--- src/rtl/rs_pkg.sv ---
package rs_pkg;

    typedef enum logic {
        CORE_PASS  = 1'b0,
        CORE_PARITY = 1'b1
    } core_phase_e;

    // Constant-time GF(2^w) product on integers, reduced by poly.
    function automatic int gf_mul_c(int a, int b, int poly, int w);
        int p;
        p = 0;
        for (int i = w - 1; i >= 0; i--) begin
            p = p << 1;
            if (((p >> w) & 1) == 1) p = p ^ poly;
            if (((b >> i) & 1) == 1) p = p ^ a;
        end
        return p;
    endfunction

    // alpha^e with alpha = 2.
    function automatic int alpha_pow(int e, int poly, int w);
        int r;
        int period;
        int ee;
        period = (1 << w) - 1;
        ee = e % period;
        r = 1;
        for (int i = 0; i < ee; i++) r = gf_mul_c(r, 2, poly, w);
        return r;
    endfunction

endpackage

--- src/rtl/rs_gf_mult.sv ---
module rs_gf_mult #(
    parameter int W    = 8,
    parameter int POLY = 285
) (
    input  logic [W-1:0] a,
    input  logic [W-1:0] b,
    output logic [W-1:0] y
);
    localparam logic [W-1:0] RED = POLY[W-1:0];

    always_comb begin
        logic [W-1:0] acc;
        acc = '0;
        for (int i = W - 1; i >= 0; i--) begin
            if (acc[W-1]) acc = (acc << 1) ^ RED;
            else          acc = acc << 1;
            if (b[i]) acc = acc ^ a;
        end
        y = acc;
    end
endmodule

--- src/rtl/rs_front.sv ---
module rs_front #(
    parameter int SYM_W  = 8,
    parameter int NCHK   = 16,
    parameter bit REG_IN = 1'b1
) (
    input  logic             clk,
    input  logic             rst,
    input  logic             in_valid,
    input  logic             in_sof,
    input  logic [SYM_W-1:0] in_data,
    input  logic [SYM_W-1:0] in_len,
    output logic             in_ready,
    output logic             f_valid,
    output logic             f_sof,
    output logic             f_last,
    output logic [SYM_W-1:0] f_data
);
    localparam int GAP_W = $clog2(NCHK + 1);

    logic             open_q;
    logic [SYM_W-1:0] left_q;
    logic [GAP_W-1:0] gap_q;
    logic             accept;
    logic [SYM_W-1:0] k_new;
    logic             t_valid;
    logic             t_last;

    assign in_ready = (gap_q == '0);
    assign accept   = in_valid && in_ready;
    assign k_new    = in_len - SYM_W'(NCHK);
    assign t_valid  = accept && (in_sof || open_q);
    assign t_last   = in_sof ? (k_new == SYM_W'(1)) : (left_q == SYM_W'(1));

    always_ff @(posedge clk) begin
        if (rst) begin
            open_q <= 1'b0;
            left_q <= '0;
            gap_q  <= '0;
        end else if (t_valid) begin
            if (t_last) begin
                open_q <= 1'b0;
                gap_q  <= GAP_W'(NCHK);
            end else begin
                open_q <= 1'b1;
                left_q <= in_sof ? (k_new - SYM_W'(1)) : (left_q - SYM_W'(1));
            end
        end else if (gap_q != '0) begin
            gap_q <= gap_q - GAP_W'(1);
        end
    end

    generate
        if (REG_IN) begin : g_reg
            always_ff @(posedge clk) begin
                if (rst) begin
                    f_valid <= 1'b0;
                    f_sof   <= 1'b0;
                    f_last  <= 1'b0;
                    f_data  <= '0;
                end else begin
                    f_valid <= t_valid;
                    f_sof   <= in_sof;
                    f_last  <= t_last;
                    f_data  <= in_data;
                end
            end
        end else begin : g_wire
            assign f_valid = t_valid;
            assign f_sof   = in_sof;
            assign f_last  = t_last;
            assign f_data  = in_data;
        end
    endgenerate


    ready_drop_chk: assert property (@(posedge clk) disable iff (rst)
        (t_valid && t_last) |=> !in_ready);


    ready_fall_cause_chk: assert property (@(posedge clk) disable iff (rst)
        $fell(in_ready) |-> $past(t_valid && t_last));
endmodule

--- src/rtl/rs_lfsr.sv ---
module rs_lfsr
    import rs_pkg::*;
#(
    parameter int SYM_W     = 8,
    parameter int POLY      = 285,
    parameter int NCHK      = 16,
    parameter int GSTART    = 0,
    parameter int ROOTSPACE = 1
) (
    input  logic             clk,
    input  logic             rst,
    input  logic             f_valid,
    input  logic             f_sof,
    input  logic             f_last,
    input  logic [SYM_W-1:0] f_data,
    output logic             m_valid,
    output logic             m_sof,
    output logic             m_last,
    output logic             m_chk,
    output logic [SYM_W-1:0] m_data
);
    localparam int CNT_W = $clog2(NCHK + 1);

    typedef logic [NCHK-1:0][SYM_W-1:0] stages_t;

    function automatic stages_t make_gen();
        int g [0:NCHK];
        int root;
        stages_t res;
        for (int j = 0; j <= NCHK; j++) g[j] = 0;
        g[0] = 1;
        for (int i = 0; i < NCHK; i++) begin
            root = alpha_pow(ROOTSPACE * (GSTART + i), POLY, SYM_W);
            for (int j = i + 1; j >= 1; j--)
                g[j] = g[j-1] ^ gf_mul_c(g[j], root, POLY, SYM_W);
            g[0] = gf_mul_c(g[0], root, POLY, SYM_W);
        end
        for (int j = 0; j < NCHK; j++) res[j] = SYM_W'(g[j]);
        return res;
    endfunction

    localparam stages_t GEN = make_gen();

    core_phase_e      phase_q;
    stages_t          rem_q;
    stages_t          base;
    stages_t          prod;
    stages_t          nxt;
    logic [SYM_W-1:0] fb;
    logic [CNT_W-1:0] left_q;

    assign base = f_sof ? '0 : rem_q;
    assign fb   = f_data ^ base[NCHK-1];

    generate
        for (genvar j = 0; j < NCHK; j++) begin : g_stage
            rs_gf_mult #(.W(SYM_W), .POLY(POLY)) u_mul (
                .a(fb),
                .b(GEN[j]),
                .y(prod[j])
            );
            if (j == 0) begin : g_first
                assign nxt[j] = prod[j];
            end else begin : g_rest
                assign nxt[j] = base[j-1] ^ prod[j];
            end
        end
    endgenerate

    always_ff @(posedge clk) begin
        if (rst) begin
            phase_q <= CORE_PASS;
            rem_q   <= '0;
            left_q  <= '0;
            m_valid <= 1'b0;
            m_sof   <= 1'b0;
            m_last  <= 1'b0;
            m_chk   <= 1'b0;
            m_data  <= '0;
        end else begin
            m_valid <= 1'b0;
            m_sof   <= 1'b0;
            m_last  <= 1'b0;
            m_chk   <= 1'b0;
            if (phase_q == CORE_PARITY) begin
                m_valid <= 1'b1;
                m_chk   <= 1'b1;
                m_data  <= rem_q[NCHK-1];
                rem_q   <= {rem_q[NCHK-2:0], {SYM_W{1'b0}}};
                left_q  <= left_q - CNT_W'(1);
                if (left_q == CNT_W'(1)) begin
                    m_last  <= 1'b1;
                    phase_q <= CORE_PASS;
                end
            end else if (f_valid) begin
                m_valid <= 1'b1;
                m_sof   <= f_sof;
                m_data  <= f_data;
                rem_q   <= nxt;
                if (f_last) begin
                    phase_q <= CORE_PARITY;
                    left_q  <= CNT_W'(NCHK);
                end
            end
        end
    end


    no_input_in_parity_chk: assert property (@(posedge clk) disable iff (rst)
        (phase_q == CORE_PARITY) |-> !f_valid);


    parity_run_chk: assert property (@(posedge clk) disable iff (rst)
        (phase_q == CORE_PARITY && left_q != CNT_W'(1)) |=> (phase_q == CORE_PARITY));
endmodule

--- src/rtl/rs_encoder.sv ---
module rs_encoder #(
    parameter int SYM_W     = 8,
    parameter int FIELD_POLY = 285,
    parameter int NCHK      = 16,
    parameter int GSTART    = 0,
    parameter int ROOTSPACE = 1,
    parameter bit REG_IN    = 1'b1
) (
    input  logic             clk,
    input  logic             rst,
    input  logic             in_valid,
    input  logic             in_sof,
    input  logic [SYM_W-1:0] in_data,
    input  logic [SYM_W-1:0] in_len,
    output logic             in_ready,
    output logic             out_valid,
    output logic             out_sof,
    output logic             out_eof,
    output logic             out_chk,
    output logic [SYM_W-1:0] out_data
);
    typedef struct packed {
        logic             valid;
        logic             sof;
        logic             eof;
        logic             chk;
        logic [SYM_W-1:0] data;
    } out_sym_t;

    logic             f_valid, f_sof, f_last;
    logic [SYM_W-1:0] f_data;
    logic             m_valid, m_sof, m_last, m_chk;
    logic [SYM_W-1:0] m_data;
    out_sym_t         out_q;

    rs_front #(.SYM_W(SYM_W), .NCHK(NCHK), .REG_IN(REG_IN)) u_front (
        .clk(clk), .rst(rst),
        .in_valid(in_valid), .in_sof(in_sof), .in_data(in_data), .in_len(in_len),
        .in_ready(in_ready),
        .f_valid(f_valid), .f_sof(f_sof), .f_last(f_last), .f_data(f_data)
    );

    rs_lfsr #(.SYM_W(SYM_W), .POLY(FIELD_POLY), .NCHK(NCHK),
              .GSTART(GSTART), .ROOTSPACE(ROOTSPACE)) u_core (
        .clk(clk), .rst(rst),
        .f_valid(f_valid), .f_sof(f_sof), .f_last(f_last), .f_data(f_data),
        .m_valid(m_valid), .m_sof(m_sof), .m_last(m_last), .m_chk(m_chk),
        .m_data(m_data)
    );

    always_ff @(posedge clk) begin
        if (rst) out_q <= '0;
        else     out_q <= '{valid: m_valid, sof: m_sof, eof: m_last,
                            chk: m_chk, data: m_data};
    end

    assign out_valid = out_q.valid;
    assign out_sof   = out_q.sof;
    assign out_eof   = out_q.eof;
    assign out_chk   = out_q.chk;
    assign out_data  = out_q.data;


    eof_on_parity_chk: assert property (@(posedge clk) disable iff (rst)
        out_eof |-> (out_valid && out_chk));


    sof_on_data_chk: assert property (@(posedge clk) disable iff (rst)
        out_sof |-> (out_valid && !out_chk));


    parity_contiguous_chk: assert property (@(posedge clk) disable iff (rst)
        (out_chk && !out_eof) |=> (out_valid && out_chk));
endmodule

--- config.mk ---
export PLATFORM = sky130hd
export DESIGN_NAME = rs_encoder
export DESIGN_NICKNAME = d
export VERILOG_FILES = /design/src/rtl/rs_pkg.sv /design/src/rtl/rs_gf_mult.sv /design/src/rtl/rs_front.sv /design/src/rtl/rs_lfsr.sv /design/src/rtl/rs_encoder.sv
export SDC_FILE = /design/constraint.sdc
export NUM_CORES = 1
export LEC_CHECK = 0
export BUFFER_PORTS_ARGS = -buffer_cell sky130_fd_sc_hd__buf_2
export CAP_MARGIN = 10
export CORE_ASPECT_RATIO = 1.75
export CORE_UTILIZATION = 61
export CTS_BUF_LIST = sky130_fd_sc_hd__clkbuf_4
export DETAILED_ROUTE_END_ITERATION = 8
export PLACE_DENSITY = 0.78
export SLEW_MARGIN = 20
export SYNTH_ARGS = -nofsm -noshare
export SYNTH_HDL_FRONTEND = slang
export SYNTH_SLANG_ARGS = --single-unit
--- constraint.sdc ---
create_clock -name clk -period 2.8 [get_ports clk]
set_input_delay 0.14 -clock clk [delete_from_list [all_inputs] [get_ports clk]]
set_output_delay 0.14 -clock clk [all_outputs]
set_load 0.01 [all_outputs]
==> out/qor.log, run 1 <==
qor: run_status.status finished, final reports clean
qor: power.static-leakage-power 4.87 nW
qor: grt.total_routing_usage_reported_by_global_routing 35.6%
qor: critical_path.ff2ff_setup_slack 150 ps
qor: timing.maxSlewViolCount 0
qor: critical_path.worst_setup_path_end u_core.rem_q[101]
qor: clock_tree.clk_root_buffer_cell clkbuf_4
qor: clock_tree.cts.repair_timing.setup_buffer_count 0
qor: die.io-pin-count 33
qor: die.die_y 187 um
qor: critical_path.worst_setup_path_end_kind flip-flop
qor: yosys.synth_top_family_by_area XOR/XNOR gates
qor: critical_path.maximum_fanout_count_along_the_critical_path 9
qor: timing.setup-tns-final 0 ps
qor: routing.drcViolationCount 0
qor: timing.clock_skew 28.7 ps
qor: timing.period_share 94.7%
qor: critical_path.worst_setup_path_startpoint u_core.rem_q[126]
qor: finish.share_of_layout_cells_above_drive_strength_1 12.5%
qor: critical_path.critical_path.startpoint_type flip-flop
qor: clock_tree.cts_inserted_buffers 17
qor: yosys.total_of_flip_flops_plus_latches_after_synthesis 183
qor: grt.grt_first_pass_wirelength 54.6 mm
qor: clock_tree.clock_latency 610 ps
qor: yosys.seq_area_frac_synth 30.6%
qor: power.cellPowerDensity 789 nW/um^2
qor: timing.hold_viol_final 0
qor: hold_path.holdCritStartpoint in_len[3]
qor: yosys.synth-compound-area-share 19.7%
qor: finish.final_cells 1686
qor: clock_tree.cts.reportedPaths.clkPinSlew 160 ps
qor: grt.first_global_vias 10100
qor: yosys.syn_nets 1448
qor: grt.grt_antenna_before_repair 1
qor: critical_path.worst_r2r_startpoint u_core.rem_q[126]
qor: grt.grt_max_degree 108
qor: routing.post_drt_via_cell_ratio 6.16
qor: clock_tree.cts_sinks 183
qor: timing.post-route-min-period 2650 ps
qor: yosys.synth.mux.area_fraction 3.01%
qor: yosys.synthArstFlopShare 0%
qor: critical_path.crit_type flip-flop to flip-flop
qor: finish.mostFrequentLayoutCell a21oi_1
qor: routing.route.final.wire_length 34.7 mm
qor: placement.post-place-ws 186 ps
qor: routing.dr.first_iter.drc_count 888
qor: die.floorplan.initialDensity 62.3%
qor: finish.design_area 12900 sq um
qor: placement.io_buffers 32
qor: timing.tightest_slew 870 ps
qor: critical_path.reg2regPathDepth 7
qor: die.coreArea 19200 sq um
qor: placement.gp_congestion 0.925
qor: yosys.yosys.area_share.simple 15.0%
qor: clock_tree.cts_tree built
qor: yosys.synthXorXnorAreaFrac 25.3%
qor: finish.area_delta_synth_final 7.75%
qor: routing.detailroute.via_count 10400
qor: finish.fillers 1545
qor: yosys.synthesis.area_per_instance 8.43 sq um
qor: yosys.mappedNetlistArea 12000 sq um
qor: hold_path.hold_path_class primary input to flip-flop
qor: routing.remaining_antenna_violation_count_after_routing 0
qor: critical_path.critical_path_arrival 3180 ps
qor: die.rows 67
qor: finish.nets 1460
qor: timing.final-setup-viol-count 0
qor: clock_tree.cts_buffer_depth 2
qor: critical_path.critPathRequiredTime 3330 ps
qor: timing.rsz_0062_raised_after_global_routing false
qor: yosys.yosys.cell_types.count 65
qor: die.die_width 108 um
qor: clock_tree.clock_tree.htree_level_count 4
qor: placement.detailed_place_hpwl 23.8 mm
qor: yosys.instance_count_of_the_mapped_netlist 1419
qor: grt.grt_overflow 0
qor: timing.timing.max_slew.rel_slack 41.9%
qor: die.design.die.area 20200 sq um
qor: placement.numPlacedInstances 1640
qor: finish.layout_common_cells a21oi_1, xnor2_1, dfxtp_1
qor: timing.fin_ws 149 ps
qor: run.max_cap_viols 0
qor: routing.routedWlPerCell 20.6 um
qor: yosys.yosys.area_share.adder 0.941%
qor: yosys.synth-main-ff-cell dfxtp_1
qor: routing.drtPass1Iterations 5
qor: critical_path.critical_path.reg2reg.endpoint u_core.rem_q[101]
qor: placement.placement_stage_cell_area 12400 sq um
qor: timing.timing.fmax 0.377 GHz
qor: yosys.synth_warnings 0
qor: power.vdd.ir_drop.worst 614 uV
qor: yosys.number_of_flops_mapped_to_enable_cells_by_yosys 0
==> timing repair <==
action	in CTS	in global routing
gates resized for setup	0	1
endpoints found under the setup margin	0	1
endpoints found under the hold margin	33	0
hold buffers	13	0
==> where the power goes <==
part | total (mW) | switching (mW) | internal (mW)
logic | 5.18 | 2.64 | 2.54
clock network | 1.72 | 0.989 | 0.727
registers | 3.28 | 0.365 | 2.91
total | 10.2 | 3.99 | 6.18
==> how the worst min path moves through the flow <==
stage                                   end  depth (start not counted)
after floorplan           u_front.f_data[0]                          1
after global placement    u_front.f_data[1]                          2
after detailed placement  u_front.f_data[0]                          2
after CTS                 u_front.left_q[3]                          5
after global routing      u_front.left_q[3]                          5
final                     u_front.left_q[3]                          5
==> cell type report <==
cell class	count	area, sq um	area share, %
antenna	1	2.50	0.0194
clock buffer	18	135	1.05
timing repair buffer	106	813	6.31
multi-input combinational	1094	7660	59.4
sequential	183	3680	28.5
inverter	29	109	0.844
tap	241	302	2.34
clock inverter	14	195	1.51
==> metal layers <==
| layer | part of all wire, % | vias up | GRT usage (%) |
|---|---|---|---|
| li1 | - | 4839 | - |
| met1 | 37 | 4949 | 40.5 |
| met2 | 50 | 464 | 60.3 |
| met3 | 6.1 | 138 | 4.95 |
| met4 | 7.6 | 0 | 25.3 |
| met5 | 0 | - | 0 |
==> Yosys cell counts, drive strengths merged, types with 2 or more instances <==
library cell	n	area share (%)
ha	9	0.94
xnor3	21	4.0
o22ai	14	0.73
and3	11	0.58
a21bo	5	0.42
or3	2	0.10
o31ai	3	0.19
and2	2	0.10
a21o	17	1.1
nor3	10	0.42
nand3	6	0.25
a311oi	5	0.37
o21ai	76	3.2
nand2	102	3.2
a22o	4	0.29
o211ai	5	0.31
xnor2	206	17
a21oi	196	8.2
clkbuf	76	2.4
inv	28	0.88
o221a	3	0.28
nand2b	2	0.10
xor3	3	0.61
a31oi	9	0.47
nor2b	66	3.5
dfxtp	183	31
nor4	4	0.21
nand3b	7	0.44
nand4	2	0.10
nor3b	11	0.69
nor2	149	4.8
a221oi	5	0.37
or3b	3	0.22
a211o	8	0.59
o21a	2	0.13
a211oi	43	2.7
mux2i	36	3.0
xor2	38	3.6
buf	37	2.1
==> kinds of logic (layout without fill, tap and decap cells) <==
family	after synthesis	in the layout
flops	183	183
xor+xnor	268	268
buf+inv	142	167
fa+ha+maj	9	9
compound gates	400	400
mux	36	36
simple gates	381	381
other cells	0	1
==> critical path, stage by stage, from the launching register on <==
cell	delay (ps)
dfxtp_1	660
xnor2_1	180
nor2_1	90
xnor2_2	630
xnor3_1	560
xnor2_1	160
nand2_1	70
a211oi_1	220
==> through the flow <==
stage | util [%] | total power, mW | hold WS, ps
detailed placement | 64.7 | 8.42 | 360
finish | 67.2 | 10.2 | 21.6
CTS | 67.1 | 10.1 | 5.52
global placement | 64.7 | 8.32 | 347
floorplan | - | 7.20 | 268
global route | 67.2 | 10.7 | 50.2
==> state kept, by name, indices dropped and copies added (netlist names) <==
name and count:
out_eof 1, u_front.f_last 1, u_core.m_last 1, u_core.left_q 5
out_sof 1, u_front.f_sof 1, u_core.m_data 8, u_front.left_q 8
u_core.phase_q 1, out_chk 1, out_data 8, u_core.rem_q 128
u_front.f_data 8, u_core.m_sof 1, u_core.m_valid 1, u_front.gap_q 5
u_front.f_valid 1, u_core.m_chk 1, out_valid 1, u_front.open_q 1
No activity file was read; power rests on OpenSTA's default activity.
==> inputs of run 2 (changes only) <==
Settings changed: CORE_MARGIN set to 2.
==> run 2 against run 1 <==
Compared with the run above: critical path depth fell by 1; global-route usage fell by 1.0 points; highest routed layer unchanged; combinational power barely moved; core utilization fell by 0.31 points; largest power group unchanged; fmax fell by 1.3%.
==> out/qor.log, run 2 (synthesis gave the netlist of run 1 again) <==
qor: die.coreArea 19200 sq um [unchanged]
qor: die.die_width 110 um [+1.9%]
qor: finish.largest_reg_flops 128 [unchanged]
qor: clock_tree.cts_inserted_buffers 17 [unchanged]
qor: grt.busiest_layer met2
qor: grt.grt_overflow 0 [unchanged]
qor: clock_tree.clock_tree.htree_level_count 4 [unchanged]
qor: finish.fillers 1568 [+1.5%]
qor: critical_path.critical_path_arrival 3230 ps [+50 ps]
qor: grt.grt_antenna_before_repair 1 [unchanged]
qor: run_status.status finished, final reports clean
qor: grt.use_met2 56.7% [-3.6 points]
qor: placement.gp_congestion 0.960 [+3.7%]
qor: run.max_cap_viols 0 [unchanged]
qor: power.vdd.ir_drop.worst 498 uV [-19%]
qor: grt.total_routing_usage_reported_by_global_routing 34.6% [-1.0 points]
qor: die.design.die.area 20800 sq um [+2.9%]
qor: routing.drtPass1Iterations 5 [unchanged]
qor: clock_tree.cts.repair_timing.setup_buffer_count 0 [unchanged]
qor: timing.fin_ws 115 ps [-34.2 ps]
qor: timing.final-setup-viol-count 0 [unchanged]
qor: critical_path.maximum_cell_stage_delay_along_the_critical_path 740 ps [+80 ps]
qor: finish.largest-register u_core.rem_q
qor: die.rows 67 [unchanged]
qor: grt.grtUsageMet1 39.5% [-0.97 points]
qor: timing.rsz_0062_raised_after_global_routing false
qor: timing.maxSlewViolCount 0 [unchanged]
qor: routing.drcViolationCount 0 [unchanged]
qor: placement.detailed_place_hpwl 23.6 mm [-0.77%]
qor: critical_path.crit_top_cell xnor2_2
qor: clock_tree.cts_sinks 183 [unchanged]
qor: timing.setup-tns-final 0 ps [unchanged]
qor: critical_path.worst_setup_path_end_kind flip-flop
qor: critical_path.worst_path_cell_chain xor2_1 > xnor2_2 > xnor2_2 > xnor3_1 > a21oi_1 > a21o_1
qor: finish.mostFrequentLayoutCell a21oi_1
qor: finish.nets 1462 [+0.14%]
qor: finish.storage_element_area 3670 sq um [about the same]
qor: placement.post-place-ws 156 ps [-30.0 ps]
qor: clock_tree.cts.reportedPaths.clkPinSlew 160 ps [about the same]
qor: timing.hold_viol_final 0 [unchanged]
qor: clock_tree.clk_root_buffer_cell clkbuf_4
qor: grt.grt_max_degree 83 [-23%]
qor: timing.timing.max_slew.rel_slack 36.8% [-5.1 points]
qor: critical_path.maximum_fanout_count_along_the_critical_path 9 [unchanged]
qor: timing.clock_skew 30.7 ps [+2.01 ps]
qor: clock_tree.clock_latency 610 ps [about the same]
qor: power.cellPowerDensity 783 nW/um^2 [-0.83%]
qor: clock_tree.cts_tree built
qor: clock_tree.cts_hold_buf 13 [unchanged]
qor: critical_path.worst_path_max_delay_cell dfxtp_1
qor: routing.post_drt_via_cell_ratio 6.23 [+1.2%]
qor: clock_tree.post_cts_resize_count 0 [unchanged]
qor: finish.layout_common_cells a21oi_1, xnor2_1, dfxtp_1
qor: timing.timing.fmax 0.372 GHz [-1.3%]
qor: hold_path.hold_path_class primary input to flip-flop
qor: timing.tightest_slew 948 ps [+78.0 ps]
qor: finish.share_of_layout_cells_above_drive_strength_1 12.7% [+0.19 points]
qor: critical_path.crit_type flip-flop to flip-flop
qor: die.io-pin-count 33 [unchanged]
qor: routing.route.final.wire_length 34.8 mm [+0.30%]
qor: critical_path.critPathRequiredTime 3350 ps [+20 ps]
qor: timing.period_share 95.9% [+1.2 points]
qor: routing.detailroute.via_count 10500 [+1.3%]
qor: grt.grtUsageMet3 5.44% [+0.49 points]
qor: clock_tree.cts_buffer_depth 2 [unchanged]
qor: routing.dr.first_iter.drc_count 678 [-24%]
qor: finish.multi_input_comb_area 7660 sq um [unchanged]
qor: routing.remaining_antenna_violation_count_after_routing 0 [unchanged]
qor: placement.io_buffers 32 [unchanged]
qor: grt.first_global_vias 10100 [+0.56%]
qor: die.floorplan.initialDensity 62.3% [unchanged]
qor: timing.post-route-min-period 2690 ps [+34.2 ps]
qor: grt.grt_first_pass_wirelength 54.8 mm [+0.25%]
qor: critical_path.critical_path.startpoint_type flip-flop
qor: finish.area_delta_synth_final 7.26%
qor: die.die_y 189 um [+1.1%]
qor: routing.routedWlPerCell 20.6 um [+0.18%]
qor: power.static-leakage-power 4.85 nW [-0.37%]
run 2: cell count changes in the layout (fill, tap and decap cells not counted), sizes merged:
| cell | delta |
|---|---|
| clkinvlp | +1 |
| buf | +2 |
| clkinv | +1 |
| bufinv | -2 |
run 2: layout make-up:
cell class / instances / share of cell area (%)
diodes: 1 / 0.0195
clock buffers: 18 / 1.05
clock inverters: 14 / 1.15
inverters: 29 / 0.848
multi-input cells: 1094 / 59.7
flip-flops and latches: 183 / 28.6
well taps: 241 / 2.35
repair buffers: 108 / 6.26
run 2: layer usage:
| metal | part of all wire [%] | up-vias |
|---|---|---|
| li1 | - | 4845 |
| met1 | 36 | 5035 |
| met2 | 49 | 481 |
| met3 | 6.1 | 161 |
| met4 | 9.0 | 0 |
| met5 | 0 | - |
run 2: final timing paths:
path                            slack (ps)         startpoint                end  depth (start not counted)
worst max-delay path                   110  u_front.f_data[6]   u_core.rem_q[26]                          6
worst min-delay path                    70          in_len[1]  u_front.left_q[3]                          5
worst max register to register         110  u_front.f_data[6]   u_core.rem_q[26]                          6
worst min register to register         460       u_core.m_sof            out_sof                          1
run 2: stage by stage:
stage                     hold slack [ps]  std cells  area (sq um)  power, mW  util [%]
after global placement                349       1642         12400       8.33      64.7
after floorplan                       268       1419         12000       7.20         -
after CTS                            44.2       1687         12800       9.99      66.8
final                                69.8       1688         12800       10.0      66.9
after global routing                  112       1688         12800       10.6      66.9
after detailed placement              354       1642         12400       8.43      64.7
run 2: worst max-delay path: cells and delay by family (launching register included):
kind	cells	cell delay (ps)
xor+xnor	4	1650
compound gates	2	250
flops	1	740
run 2: power breakdown:
part | total [mW] | internal [mW] | switching, mW
clock | 1.56 | 0.545 | 1.01
sequential | 3.28 | 2.91 | 0.371
combinational | 5.20 | 2.56 | 2.64
total | 10.0 | 6.02 | 4.02
==> inputs of run 3 (changes only) <==
Settings changed: ABC_AREA set to 1.
==> run 3 against run 2 <==
Compared with the run above: worst hold slack got worse by 40 ps; sequential share of layout area increased by 1.3 points; via count increased by 5.5%; synthesized cell count increased by 15%; synthesized area decreased by 4.9%; clock-buffer cell count unchanged; fmax increased by 6.0%; largest cell class unchanged; register-to-register slack improved by 150 ps.
==> out/qor.log, run 3 <==
qor: run_status.status finished, final reports clean
qor: hold_path.holdCritStartpoint in_len[7]
qor: grt.grt_max_degree 129 [+55%]
qor: finish.layout_common_cells nand2_1, dfxtp_1, nand3_1
qor: finish.nets 1665 [+14%]
qor: timing.timing.max_slew.rel_slack 39.2% [+2.4 points]
qor: power.p_comb_share 39.2% [-13 points]
qor: timing.post-route-min-period 2530 ps [-153 ps]
qor: routing.top_layer_used met4
qor: clock_tree.clk_root_buffer_cell clkbuf_4
qor: timing.timing.fmax 0.395 GHz [+6.0%]
qor: routing.met3WireLength 1.90 mm [-11%]
qor: power.net-switching-power 3.19 mW [-21%]
qor: grt.grt_first_pass_wirelength 53.5 mm [-2.4%]
qor: timing.rsz_0062_raised_after_global_routing false
qor: timing.hold_viol_final 0 [unchanged]
qor: clock_tree.cts_sinks 183 [unchanged]
qor: die.design.die.area 19800 sq um [-4.7%]
qor: clock_tree.cts_tree built
qor: run.max_cap_viols 0 [unchanged]
qor: timing.period_share 90.4% [-5.5 points]
qor: yosys.synth_warnings 0 [unchanged]
qor: yosys.fraction_of_synthesized_cell_area_taken_by_the_top_area_cell_type 32.2% [+1.6 points]
qor: placement.io_buffers 32 [unchanged]
qor: placement.detailed_place_hpwl 23.5 mm [-0.69%]
qor: routing.wl_met2 16.8 mm [-0.77%]
qor: finish.largest_reg_flops 128 [unchanged]
qor: finish.largest-register u_core.rem_q
qor: power.vdd.ir_drop.worst 652 uV [+31%]
qor: hold_path.hold_path_class primary input to flip-flop
qor: die.coreArea 18400 sq um [-4.1%]
qor: power.internal_power 4.54 mW [-25%]
qor: power.seqPwrFrac 39.6% [+6.9 points]
qor: critical_path.crit_type flip-flop to flip-flop
qor: clock_tree.cts.reportedPaths.clkPinSlew 150 ps [about the same]
qor: power.netSwitchingFraction 41.3% [+1.2 points]
qor: timing.final-setup-viol-count 0 [unchanged]
qor: clock_tree.clock_tree.htree_level_count 4 [unchanged]
qor: yosys.synthTopCellsByArea dfxtp_1, nand2_1, xor2_1
qor: yosys.number_of_flops_mapped_to_enable_cells_by_yosys 0 [unchanged]
qor: clock_tree.clock_latency 650 ps [+40 ps]
qor: routing.routedWlPerCell 18.1 um [-12%]
qor: clock_tree.cts_buffer_depth 2 [unchanged]
qor: yosys.total_of_flip_flops_plus_latches_after_synthesis 183 [unchanged]
qor: timing.clock_skew 41.1 ps [+10.4 ps]
qor: timing.fin_worst_hold_slack 30.1 ps [-39.6 ps]
qor: critical_path.worst_r2r_startpoint u_front.f_sof
qor: yosys.yosys.cell_types.count 43 [-34%]
qor: power.static-leakage-power 4.71 nW [-3.0%]
qor: critical_path.maximum_fanout_count_along_the_critical_path 21 [+12]
qor: power.total_power 7.74 mW [-23%]
qor: grt.total_routing_usage_reported_by_global_routing 35.1% [+0.45 points]
qor: critical_path.critical_path_arrival 3040 ps [-190 ps]
qor: routing.remaining_antenna_violation_count_after_routing 0 [unchanged]
qor: yosys.synth-main-ff-cell dfxtp_1
qor: yosys.synthArstFlopShare 0% [unchanged]
qor: routing.route.final.wire_length 34.2 mm [-1.9%]
qor: grt.first_global_vias 10300 [+1.6%]
qor: die.die_width 107 um [-2.4%]
qor: finish.mostFrequentLayoutCell nand2_1
qor: finish.fin_util 66.5% [-0.40 points]
qor: yosys.syn_nets 1658 [+15%]
qor: grt.grt_overflow 0 [unchanged]
qor: die.rows 66 [-1.5%]
qor: yosys.synth_area_leader_cell dfxtp_1
qor: die.die_y 185 um [-2.4%]
qor: routing.drcViolationCount 0 [unchanged]
qor: timing.maxSlewViolCount 0 [unchanged]
qor: die.io-pin-count 33 [unchanged]
qor: power.cellPowerDensity 632 nW/um^2 [-19%]
qor: die.floorplan.initialDensity 61.8% [-0.51 points]
qor: yosys.seq_area_frac_synth 32.2% [+1.6 points]
qor: routing.dr.first_iter.drc_count 973 [+44%]
qor: yosys.yosysMostFrequentCell nand2_1
qor: critical_path.critPathRequiredTime 3310 ps [-40 ps]
qor: timing.tightest_slew 911 ps [-37.5 ps]
qor: power.power_frac_clock 21.2% [+5.7 points]
qor: placement.gp_congestion 0.973 [+1.3%]
qor: finish.area_delta_synth_final 7.49%
qor: clock_tree.cts.repair_timing.setup_buffer_count 0 [unchanged]
qor: critical_path.worst_setup_path_startpoint u_front.f_sof
qor: yosys.synthesis.area_per_instance 6.99 sq um [-17%]
qor: finish.share_of_layout_cells_above_drive_strength_1 11.2% [-1.5 points]
qor: routing.drtPass1Iterations 6 [+1]
qor: routing.detailroute.via_count 11100 [+5.5%]
qor: grt.grt_antenna_before_repair 1 [unchanged]
qor: yosys.instance_count_of_the_mapped_netlist 1629 [+15%]
qor: routing.post_drt_via_cell_ratio 5.88 [-5.7%]
qor: critical_path.worst_setup_path_end_kind flip-flop
qor: yosys.synthTopCellsByCount nand2_1, dfxtp_1, nand3_1, inv_1, a21oi_1
qor: routing.met1_length 12.7 mm [+1.3%]
qor: clock_tree.cts_inserted_buffers 17 [unchanged]
qor: timing.setup-tns-final 0 ps [unchanged]
qor: yosys.mappedNetlistArea 11400 sq um [-4.9%]
qor: critical_path.critical_path.startpoint_type flip-flop
==> run 3: changes by cell type after synthesis, moves of 65 or more <==
cell     change
nand2_1    +403
a31oi_1     +67
nor2_1      -69
nand3_1    +116
xnor2_1    -138
inv_1       +82
nor2b_1     -65
a21oi_1    -114
==> run 3: critical path, cell delays in order, from the launching register on <==
cell and delay [ps]:
dfxtp_1 360, inv_4 210, nand3_1 170, nand2_4 280, inv_2 140, nand2_2 100
nand3_2 140, nand2_2 160, nand2_1 90, nand2_1 240, nand2_1 180, nand2_1 120
nand3_1 70, nand3_1 70, a21oi_1 60
==> run 3: through the flow <==
stage,instances,area [sq um],setup slack (ps)
2_1_floorplan,1629,11400,886
3_3_place_gp,1829,11700,200
3_5_place_dp,1829,11700,161
4_1_cts,1887,12200,139
5_1_grt,1888,12200,135
6_report,1888,12200,268
==> run 3: per-layer routing <==
metal  GRT usage, %  vias to the layer above
met3           5.91                      127
met5              0                        -
li1               -                     5317
met4           25.6                        0
met2           60.1                      434
met1           38.4                     5221
==> run 3: logic make-up (layout without fill, tap and decap cells) <==
family | Yosys count | count (layout) | synth area share, %
compound gates | 277 | 277 | 14.6
fa+ha+maj | 9 | 9 | 0.989
other cells | 0 | 1 | 0
simple gates | 800 | 800 | 30.6
xor+xnor | 147 | 147 | 13.7
flops | 183 | 183 | 32.2
buf+inv | 213 | 233 | 7.88
==> run 3: final timing paths <==
kind,endpoint,slack (ps),depth (start not counted)
min,u_front.left_q[7],30,5
min reg2reg,out_chk,410,2
max reg2reg,u_core.rem_q[126],270,14
max,u_core.rem_q[126],270,14
==> run 3: final cells by class <==
cell class | count | area (sq um)
multi-input combinational | 1233 | 6850
fill | 1625 | 6180
sequential | 183 | 3670
timing repair buffer | 79 | 643
inverter | 122 | 475
tap | 238 | 298
clock inverter | 14 | 170
clock buffer | 18 | 135
antenna | 1 | 2.50
==> run 3: power by group through the flow <==
stage	Clock, mW	Combinational (mW)	Sequential [mW]
after floorplan	0	2.27	3.03
after global placement	0	2.91	3.11
after detailed placement	0	2.95	3.11
after CTS	1.65	3.00	3.06
after global routing	1.74	3.34	3.09
final	1.64	3.03	3.06
==> run 3: timing repair <==
action | CTS | global route
resized for setup | 0 | 1
setup endpoints to repair | 0 | 2
hold endpoints to repair | 35 | 0
hold buffers | 26 | 0
